--- src/rtl/fdc_dor_pkg.sv ---
package fdc_dor_pkg;

    localparam int NUM_DRV   = 4;
    localparam int REG_W     = 8;
    localparam int MOT_LSB   = 4;
    localparam int DMA_BIT   = 3;
    localparam int RST_BIT   = 2;
    localparam int NRDY_BIT  = 3;
    localparam logic [REG_W-1:0] ABN_MASK = 8'hC0;
    localparam logic [REG_W-1:0] CHG_LINE = 8'h80;

    typedef struct packed {
        logic [REG_W-1:0]   dor;
        logic               used;
        logic [NUM_DRV-1:0] mot;
        logic [REG_W-1:0]   st0;
        logic               res_req;
        logic [REG_W-1:0]   res_byte;
        logic               abort;
        logic               prst;
    } ctrl_st_t;

endpackage

--- src/rtl/fdc_dor_ctrl.sv ---
module fdc_dor_ctrl
    import fdc_dor_pkg::*;
#(
    parameter int SHORT_DLY = 8,
    parameter int LONG_DLY  = 40,
    parameter int CW        = 6
) (
    input  logic               clk,
    input  logic               rst_n,
    input  logic               wr,
    input  logic [REG_W-1:0]   wdata,
    input  logic [NUM_DRV-1:0] present,
    input  logic [1:0]         unit,
    input  logic               busy,
    output logic [REG_W-1:0]   dor,
    output logic               used,
    output logic [REG_W-1:0]   st0,
    output logic               res_req,
    output logic [REG_W-1:0]   res_byte,
    output logic               abort,
    output logic               prst,
    output logic               tmr_load,
    output logic [CW-1:0]      tmr_val
);

    ctrl_st_t st_q, st_d;

    logic [REG_W-1:0]   old_d;
    logic [REG_W-1:0]   chg_d;
    logic [NUM_DRV-1:0] new_mot_d;
    logic               mot_field_chg_d;
    logic               unit_mot_ev_d;

    always_comb begin
        st_d            = st_q;
        st_d.res_req    = 1'b0;
        st_d.abort      = 1'b0;
        st_d.prst       = 1'b0;
        tmr_load        = 1'b0;
        tmr_val         = '0;
        old_d           = st_q.used ? st_q.dor : ~wdata;
        chg_d           = wdata ^ old_d;
        new_mot_d       = wdata[MOT_LSB +: NUM_DRV] & present;
        mot_field_chg_d = |chg_d[MOT_LSB +: NUM_DRV];
        unit_mot_ev_d   = mot_field_chg_d && (new_mot_d[unit] != st_q.mot[unit]);

        if (wr) begin
            // motor handling first
            if (unit_mot_ev_d) begin
                st_d.st0[NRDY_BIT] = ~new_mot_d[unit];
                if (!new_mot_d[unit] && busy) begin
                    st_d.st0   = st_d.st0 | ABN_MASK;
                    st_d.abort = 1'b1;
                end
                tmr_load = 1'b1;
                tmr_val  = CW'(LONG_DLY);
            end
            if (mot_field_chg_d) begin
                st_d.mot = new_mot_d;
            end
            // reset bit handling last: it wins the timer
            if (chg_d[RST_BIT]) begin
                if (wdata[RST_BIT]) begin
                    st_d.st0      = ABN_MASK | {2'b00, st_d.st0[5:0]};
                    st_d.res_req  = 1'b1;
                    st_d.res_byte = ABN_MASK | {2'b00, st_d.st0[5:0]};
                    tmr_load      = 1'b1;
                    tmr_val       = CW'(SHORT_DLY);
                end else begin
                    st_d.prst = 1'b1;
                    st_d.st0  = '0;
                end
            end
            st_d.dor  = wdata;
            st_d.used = 1'b1;
        end
    end

    always_ff @(posedge clk or negedge rst_n) begin
        if (!rst_n) begin
            st_q <= '0;
        end else begin
            st_q <= st_d;
        end
    end

    assign dor      = st_q.dor;
    assign used     = st_q.used;
    assign st0      = st_q.st0;
    assign res_req  = st_q.res_req;
    assign res_byte = st_q.res_byte;
    assign abort    = st_q.abort;
    assign prst     = st_q.prst;

    a_r4_result_abnormal: assert property (@(posedge clk) disable iff (!rst_n)
        res_req |-> (res_byte[7:6] == 2'b11 && st0 == res_byte));
    a_r5_prst_clears_st0: assert property (@(posedge clk) disable iff (!rst_n)
        prst |-> (st0 == '0));
    a_r9_abort_marks_st0: assert property (@(posedge clk) disable iff (!rst_n)
        abort |-> (st0[7:6] == 2'b11 || prst));
    a_r4_release_entry_exclusive: assert property (@(posedge clk) disable iff (!rst_n)
        !(res_req && prst));
    a_r2_used_sticks: assert property (@(posedge clk) disable iff (!rst_n)
        used |=> used);

endmodule

--- src/rtl/fdc_dor_timer.sv ---
module fdc_dor_timer #(
    parameter int CW = 6
) (
    input  logic          clk,
    input  logic          rst_n,
    input  logic          load,
    input  logic [CW-1:0] val,
    output logic          irq
);

    typedef struct packed {
        logic [CW-1:0] cnt;
        logic          irq;
    } tmr_st_t;

    tmr_st_t st_q, st_d;

    always_comb begin
        st_d     = st_q;
        st_d.irq = (st_q.cnt == CW'(1)) && !load;
        if (load) begin
            st_d.cnt = val;
        end else if (st_q.cnt != '0) begin
            st_d.cnt = st_q.cnt - CW'(1);
        end
    end

    always_ff @(posedge clk or negedge rst_n) begin
        if (!rst_n) begin
            st_q <= '0;
        end else begin
            st_q <= st_d;
        end
    end

    assign irq = st_q.irq;

    a_r12_irq_single: assert property (@(posedge clk) disable iff (!rst_n)
        irq |=> !irq);
    a_r12_irq_at_zero: assert property (@(posedge clk) disable iff (!rst_n)
        irq |-> (st_q.cnt == '0 || $past(load)));

endmodule

--- src/rtl/fdc_dor_chgline.sv ---
module fdc_dor_chgline
    import fdc_dor_pkg::*;
(
    input  logic               used,
    input  logic [REG_W-1:0]   dor,
    input  logic [NUM_DRV-1:0] present,
    input  logic [NUM_DRV-1:0] ready,
    input  logic [NUM_DRV-1:0] changed,
    output logic [REG_W-1:0]   dir
);

    logic [1:0] sel_d;
    logic       gate_d;

    always_comb begin
        sel_d  = dor[1:0];
        gate_d = used && present[sel_d] && dor[MOT_LSB + 32'(sel_d)];
        dir    = '0;
        if (gate_d && (!ready[sel_d] || changed[sel_d])) begin
            dir = CHG_LINE;
        end
    end

endmodule

--- src/rtl/fdc_dor_top.sv ---
module fdc_dor_top
    import fdc_dor_pkg::*;
#(
    parameter int SHORT_DLY = 8,
    parameter int LONG_DLY  = 40
) (
    input  logic       clk,
    input  logic       rst_n,
    input  logic       dor_wr,
    input  logic [7:0] dor_wdata,
    input  logic [3:0] drv_present,
    input  logic [3:0] drv_ready,
    input  logic [3:0] drv_changed,
    input  logic [1:0] ctl_unit,
    input  logic       ctl_busy,
    output logic [3:0] motor_en,
    output logic       dma_en,
    output logic       fdc_rst_n,
    output logic [1:0] sel_drive,
    output logic       sel_override,
    output logic [7:0] dir_data,
    output logic [7:0] st0,
    output logic       res_req,
    output logic [7:0] res_byte,
    output logic       exec_abort,
    output logic       part_rst,
    output logic       irq
);

    localparam int MAX_DLY = (LONG_DLY > SHORT_DLY) ? LONG_DLY : SHORT_DLY;
    localparam int CW      = $clog2(MAX_DLY + 1);

    logic [REG_W-1:0] dor_w;
    logic             used_w;
    logic             tmr_load_w;
    logic [CW-1:0]    tmr_val_w;

    fdc_dor_ctrl #(
        .SHORT_DLY (SHORT_DLY),
        .LONG_DLY  (LONG_DLY),
        .CW        (CW)
    ) ctrl_i (
        .clk      (clk),
        .rst_n    (rst_n),
        .wr       (dor_wr),
        .wdata    (dor_wdata),
        .present  (drv_present),
        .unit     (ctl_unit),
        .busy     (ctl_busy),
        .dor      (dor_w),
        .used     (used_w),
        .st0      (st0),
        .res_req  (res_req),
        .res_byte (res_byte),
        .abort    (exec_abort),
        .prst     (part_rst),
        .tmr_load (tmr_load_w),
        .tmr_val  (tmr_val_w)
    );

    fdc_dor_timer #(
        .CW (CW)
    ) timer_i (
        .clk   (clk),
        .rst_n (rst_n),
        .load  (tmr_load_w),
        .val   (tmr_val_w),
        .irq   (irq)
    );

    fdc_dor_chgline chg_i (
        .used    (used_w),
        .dor     (dor_w),
        .present (drv_present),
        .ready   (drv_ready),
        .changed (drv_changed),
        .dir     (dir_data)
    );

    assign motor_en     = dor_w[MOT_LSB +: NUM_DRV];
    assign dma_en       = used_w & dor_w[DMA_BIT];
    assign fdc_rst_n    = used_w ? dor_w[RST_BIT] : 1'b1;
    assign sel_drive    = dor_w[1:0];
    assign sel_override = used_w;

    initial begin
        assert (SHORT_DLY >= 2 && LONG_DLY >= 2);
    end

    a_r6_dir_idle_unused: assert property (@(posedge clk) disable iff (!rst_n)
        !sel_override |-> (dir_data == 8'h00 && fdc_rst_n && motor_en == 4'h0));
    a_r7_dir_bit7_only: assert property (@(posedge clk) disable iff (!rst_n)
        dir_data[6:0] == 7'h00);
    a_r6_dir_motor_gate: assert property (@(posedge clk) disable iff (!rst_n)
        dir_data[7] |-> motor_en[sel_drive]);

endmodule

--- config.mk ---
export PLATFORM = sky130hd
export DESIGN_NAME = fdc_dor_top
export DESIGN_NICKNAME = d
export VERILOG_FILES = /design/src/rtl/fdc_dor_pkg.sv /design/src/rtl/fdc_dor_ctrl.sv /design/src/rtl/fdc_dor_timer.sv /design/src/rtl/fdc_dor_chgline.sv /design/src/rtl/fdc_dor_top.sv
export SDC_FILE = /design/constraint.sdc
export NUM_CORES = 1
export LEC_CHECK = 0
export ABC_AREA = 1
export BUFFER_PORTS_ARGS = -buffer_cell sky130_fd_sc_hd__buf_2
export CORE_ASPECT_RATIO = 0.5
export CORE_MARGIN = 2
export CORE_UTILIZATION = 45
export CTS_CLUSTER_DIAMETER = 80
export DETAILED_ROUTE_END_ITERATION = 12
export MAX_ROUTING_LAYER = met4
export PLACE_DENSITY_LB_ADDON = 0.05
export SLEW_MARGIN = 20
export SYNTH_ARGS = -nofsm -noshare
export SYNTH_HDL_FRONTEND = slang
export SYNTH_SLANG_ARGS = --single-unit
--- constraint.sdc ---
create_clock -name clk -period 3.9 [get_ports clk]
set_input_delay 0.39 -clock clk [delete_from_list [all_inputs] [get_ports clk]]
set_output_delay 0.39 -clock clk [all_outputs]
set_load 0.01 [all_outputs]
==> flow_metrics.py <==
metrics = {
    "clock_tree": {
        "clk_latency_ns": 0.28,
        "hold_buffers": 0,
        "postCtsSetupRepairBufs": 0,
        "clock_sinks": 27,
        "h-tree-depth": 1,
        "cts_tree": "yes",
        "ctsResizeCount": 0,
        "cts_made_buffers": 3,
        "clk_pin_slew_ns": 0.09,
        "clk_path_buf_depth": 2,
        "cts-root-buf": "clkbuf_8",
    },
    "critical_path": {
        "rr_endpoint": "timer_i.st_q[1]$_DFFE_PN0P_",
        "cp-end-kind": "register",
        "worst-r2r-setup-slack_ns": 2.16,
        "cpMaxStageDelayCell": "dfrtp_1",
        "path_cells": "o21ai_0 -> inv_1 -> ha_1 -> nor2_1 -> inv_1 -> nand2_4 -> nor2_2",
        "required_ns": 4.07,
        "path_max_fanout": 7,
        "worstPathArrival_ns": 1.91,
        "startpoint_type": "register",
        "r2r_start": "ctrl_i.used$_DFFE_PN0P_",
        "cpMostUsedCell": "inv_1",
        "critPathMaxStageDelay_ns": 0.46,
        "path_class": "register to register",
        "r2r_cells": 7,
    },
    "synthesis": {
        "yosysUniqueCellTypes": 23,
        "synth_top_area_share_pct": 39.19,
        "synthCells": 228,
        "synth_seq_cells": 27,
        "syn_area_um2": 1724,
        "seq_area_frac_synth_pct": 39.19,
        "yosys_warnings": 0,
        "avgSynthCellArea_um2": 7.562,
        "ys_top_cells_by_area": "dfrtp_1 (39%), nand2_1 (13%), buf_4 (13%), inv_1 (6.7%), nand3_1 (4.6%)",
        "synth_top_area_cell": "dfrtp_1",
    },
    "route": {
        "wl_um": 3287,
        "vias": 1383,
        "drc": 0,
        "wl_per_cell_um": 10.50,
        "top_layer": "met4",
        "firstDrtPassIters": 4,
        "wl_met2_um": 1513,
        "met1_length_um": 1566,
        "ant_nets": 0,
        "drt_iter0_markers": 26,
        "wl_met3_um": 186,
        "vias_per_cell": 4.419,
    },
    "power_and_ir_drop": {
        "peakVddDrop_mv": 0.1475,
        "switching_share_pct": 36.67,
        "p_int_mw": 0.5178,
        "fin_total_pwr_mw": 0.8176,
        "power_density_nw_per_um2": 432.5,
        "p_leak_nw": 1.107,
        "comb_power_share_pct": 35.2,
        "p_sw_mw": 0.2998,
        "pwr-share-clk_pct": 19.8,
        "pwr-share-seq_pct": 45.0,
    },
    "job": {
        "maxCapViolations": 0,
    },
    "die": {
        "die_y_um": 47.77,
        "fp.dieArea_um2": 4373,
        "rows": 15,
        "start_util_pct": 48.61,
        "die_w_um": 91.54,
        "io_pins": 63,
        "fp.coreArea_um2": 3547,
    },
    "cells_and_area": {
        "antenna_cells": 0,
        "layout_commonest_cell": "nand2_1",
        "layout_common_cells": "nand2_1 (61), buf_2 (45), inv_1 (31)",
        "final_cells": 313,
        "final_area_um2": 1891,
        "fillCellCount": 353,
        "drive_gt1_share_pct": 25.95,
        "syn_to_final_growth_pct": 9.651,
        "fin_nets": 293,
    },
    "run_status": {
        "status": "completed",
    },
    "timing": {
        "tightestPinTransition_ns": 0.6030,
        "tns_ns": 0,
        "hold_viol": 0,
        "whs_ns": 0.1082,
        "rsz0062_at_grt": "no",
        "period_minus_slack_ns": 1.742,
        "finalMaxSlewViolations": 0,
        "fmax_ghz": 0.5739,
        "slew-limit-headroom_pct": 59.80,
        "finalClockSkew_ns": 0.004895,
        "period_share_pct": 44.68,
        "finalSetupViolations": 0,
    },
    "place": {
        "post_dp_cell_area_um2": 1844,
        "dp_hpwl_um": 2581,
        "gp_congestion": 0.8288,
        "port_buffers": 45,
        "dp.cells": 309,
    },
    "global_route": {
        "grt_pass1_wl_um": 5437,
        "grt_max_degree": 28,
        "grt_pass1_vias": 1265,
        "grt_usage_pct": 16.87,
        "antenna_found_initial": 0,
        "grt-ovfl-total": 0,
    },
    "worst_hold_path": {
        "hp-class": "input pin to async pin",
    },
}
[per-stage QoR]
stage / worst slack, ns / utilization, %
floorplan: 2.303 / -
finish: 2.158 / 53.30
CTS: 2.145 / 53.30
detailed placement: 2.067 / 51.99
global route: 1.921 / 53.30
global placement: 2.153 / 51.99
[kinds of logic (layout without fill, tap and decap cells)]
family / Yosys count / in the layout / share of synthesized area (%)
muxes: 1 / 1 / 0.5806
other: 1 / 17 / 0.2175
xor gates and xnor gates: 3 / 3 / 1.524
and+or+nand+nor: 108 / 108 / 28.67
DFF: 27 / 27 / 39.19
adders and majority gates: 4 / 4 / 2.903
AOI/OAI and AO/OA: 20 / 20 / 6.459
buffers and inverters: 64 / 82 / 20.46
[metal layers]
metal	GRT usage [%]	up-vias
met5	-	-
met4	3.636	0
met3	4.252	5
met2	31.32	40
met1	19.37	612
li1	-	726
[power groups by stage]
| stage | clock network, mW | registers, mW | logic [mW] |
|---|---|---|---|
| 6_report | 0.162 | 0.368 | 0.288 |
| 5_1_grt | 0.181 | 0.377 | 0.337 |
| 4_1_cts | 0.170 | 0.368 | 0.291 |
| 3_5_place_dp | 0 | 0.374 | 0.289 |
| 3_3_place_gp | 0 | 0.373 | 0.286 |
| 2_1_floorplan | 0 | 0.367 | 0.248 |
[sequential cells by signal, summed over array words and instances, names as in the netlist]
name             cells
ctrl_i.dor           8
ctrl_i.used          1
ctrl_i.st0           2
ctrl_i.res_byte      2
timer_i.irq          1
ctrl_i.prst          1
ctrl_i.res_req       1
ctrl_i.st_q          4
ctrl_i.abort         1
timer_i.st_q         6
[worst max-delay path, delay by kind of cell (launching register included)]
family                   cells  cell delay (ns)
flip-flops                   1             0.46
AND/OR/NAND/NOR              3             0.40
adder cells (fa/ha/maj)      1             0.30
AO/OA/AOI/OAI                1             0.26
buffers and inverters        2             0.21
[worst max-delay path by stage]
stage                                 start                           to  slack (ns)
finish              ctrl_i.used$_DFFE_PN0P_  timer_i.st_q[1]$_DFFE_PN0P_        2.16
detailed placement             dor_wdata[2]  timer_i.st_q[1]$_DFFE_PN0P_        2.07
global route        ctrl_i.used$_DFFE_PN0P_  timer_i.st_q[1]$_DFFE_PN0P_        1.92
global placement               dor_wdata[2]  timer_i.st_q[1]$_DFFE_PN0P_        2.15
floorplan           ctrl_i.used$_DFFE_PN0P_  timer_i.st_q[1]$_DFFE_PN0P_        2.30
CTS                 ctrl_i.used$_DFFE_PN0P_  timer_i.st_q[1]$_DFFE_PN0P_        2.14
[cell type report]
class | count | area [um^2] | share of cell area (%)
Multi-Input combinational cell | 153 | 755.7 | 39.97
Sequential cell | 27 | 675.6 | 35.74
Timing Repair Buffer | 45 | 225.2 | 11.91
Inverter | 33 | 123.9 | 6.552
Tap cell | 51 | 63.81 | 3.375
Clock buffer | 3 | 41.29 | 2.184
Clock inverter | 1 | 5.005 | 0.2647
[synth_stat cells (all sizes together)]
| cell | instances |
|---|---|
| nand2 | 66 |
| inv | 33 |
| buf | 30 |
| dfrtp | 27 |
| nand3 | 19 |
| nor2 | 18 |
| o21ai | 15 |
| ha | 4 |
| o2111ai | 3 |
| or2 | 3 |
| a21oi | 2 |
| nand4 | 2 |
| xor2 | 2 |
| clkbuf | 1 |
| conb | 1 |
| mux2i | 1 |
| xnor2 | 1 |
Power figures use the tool's default switching activity.
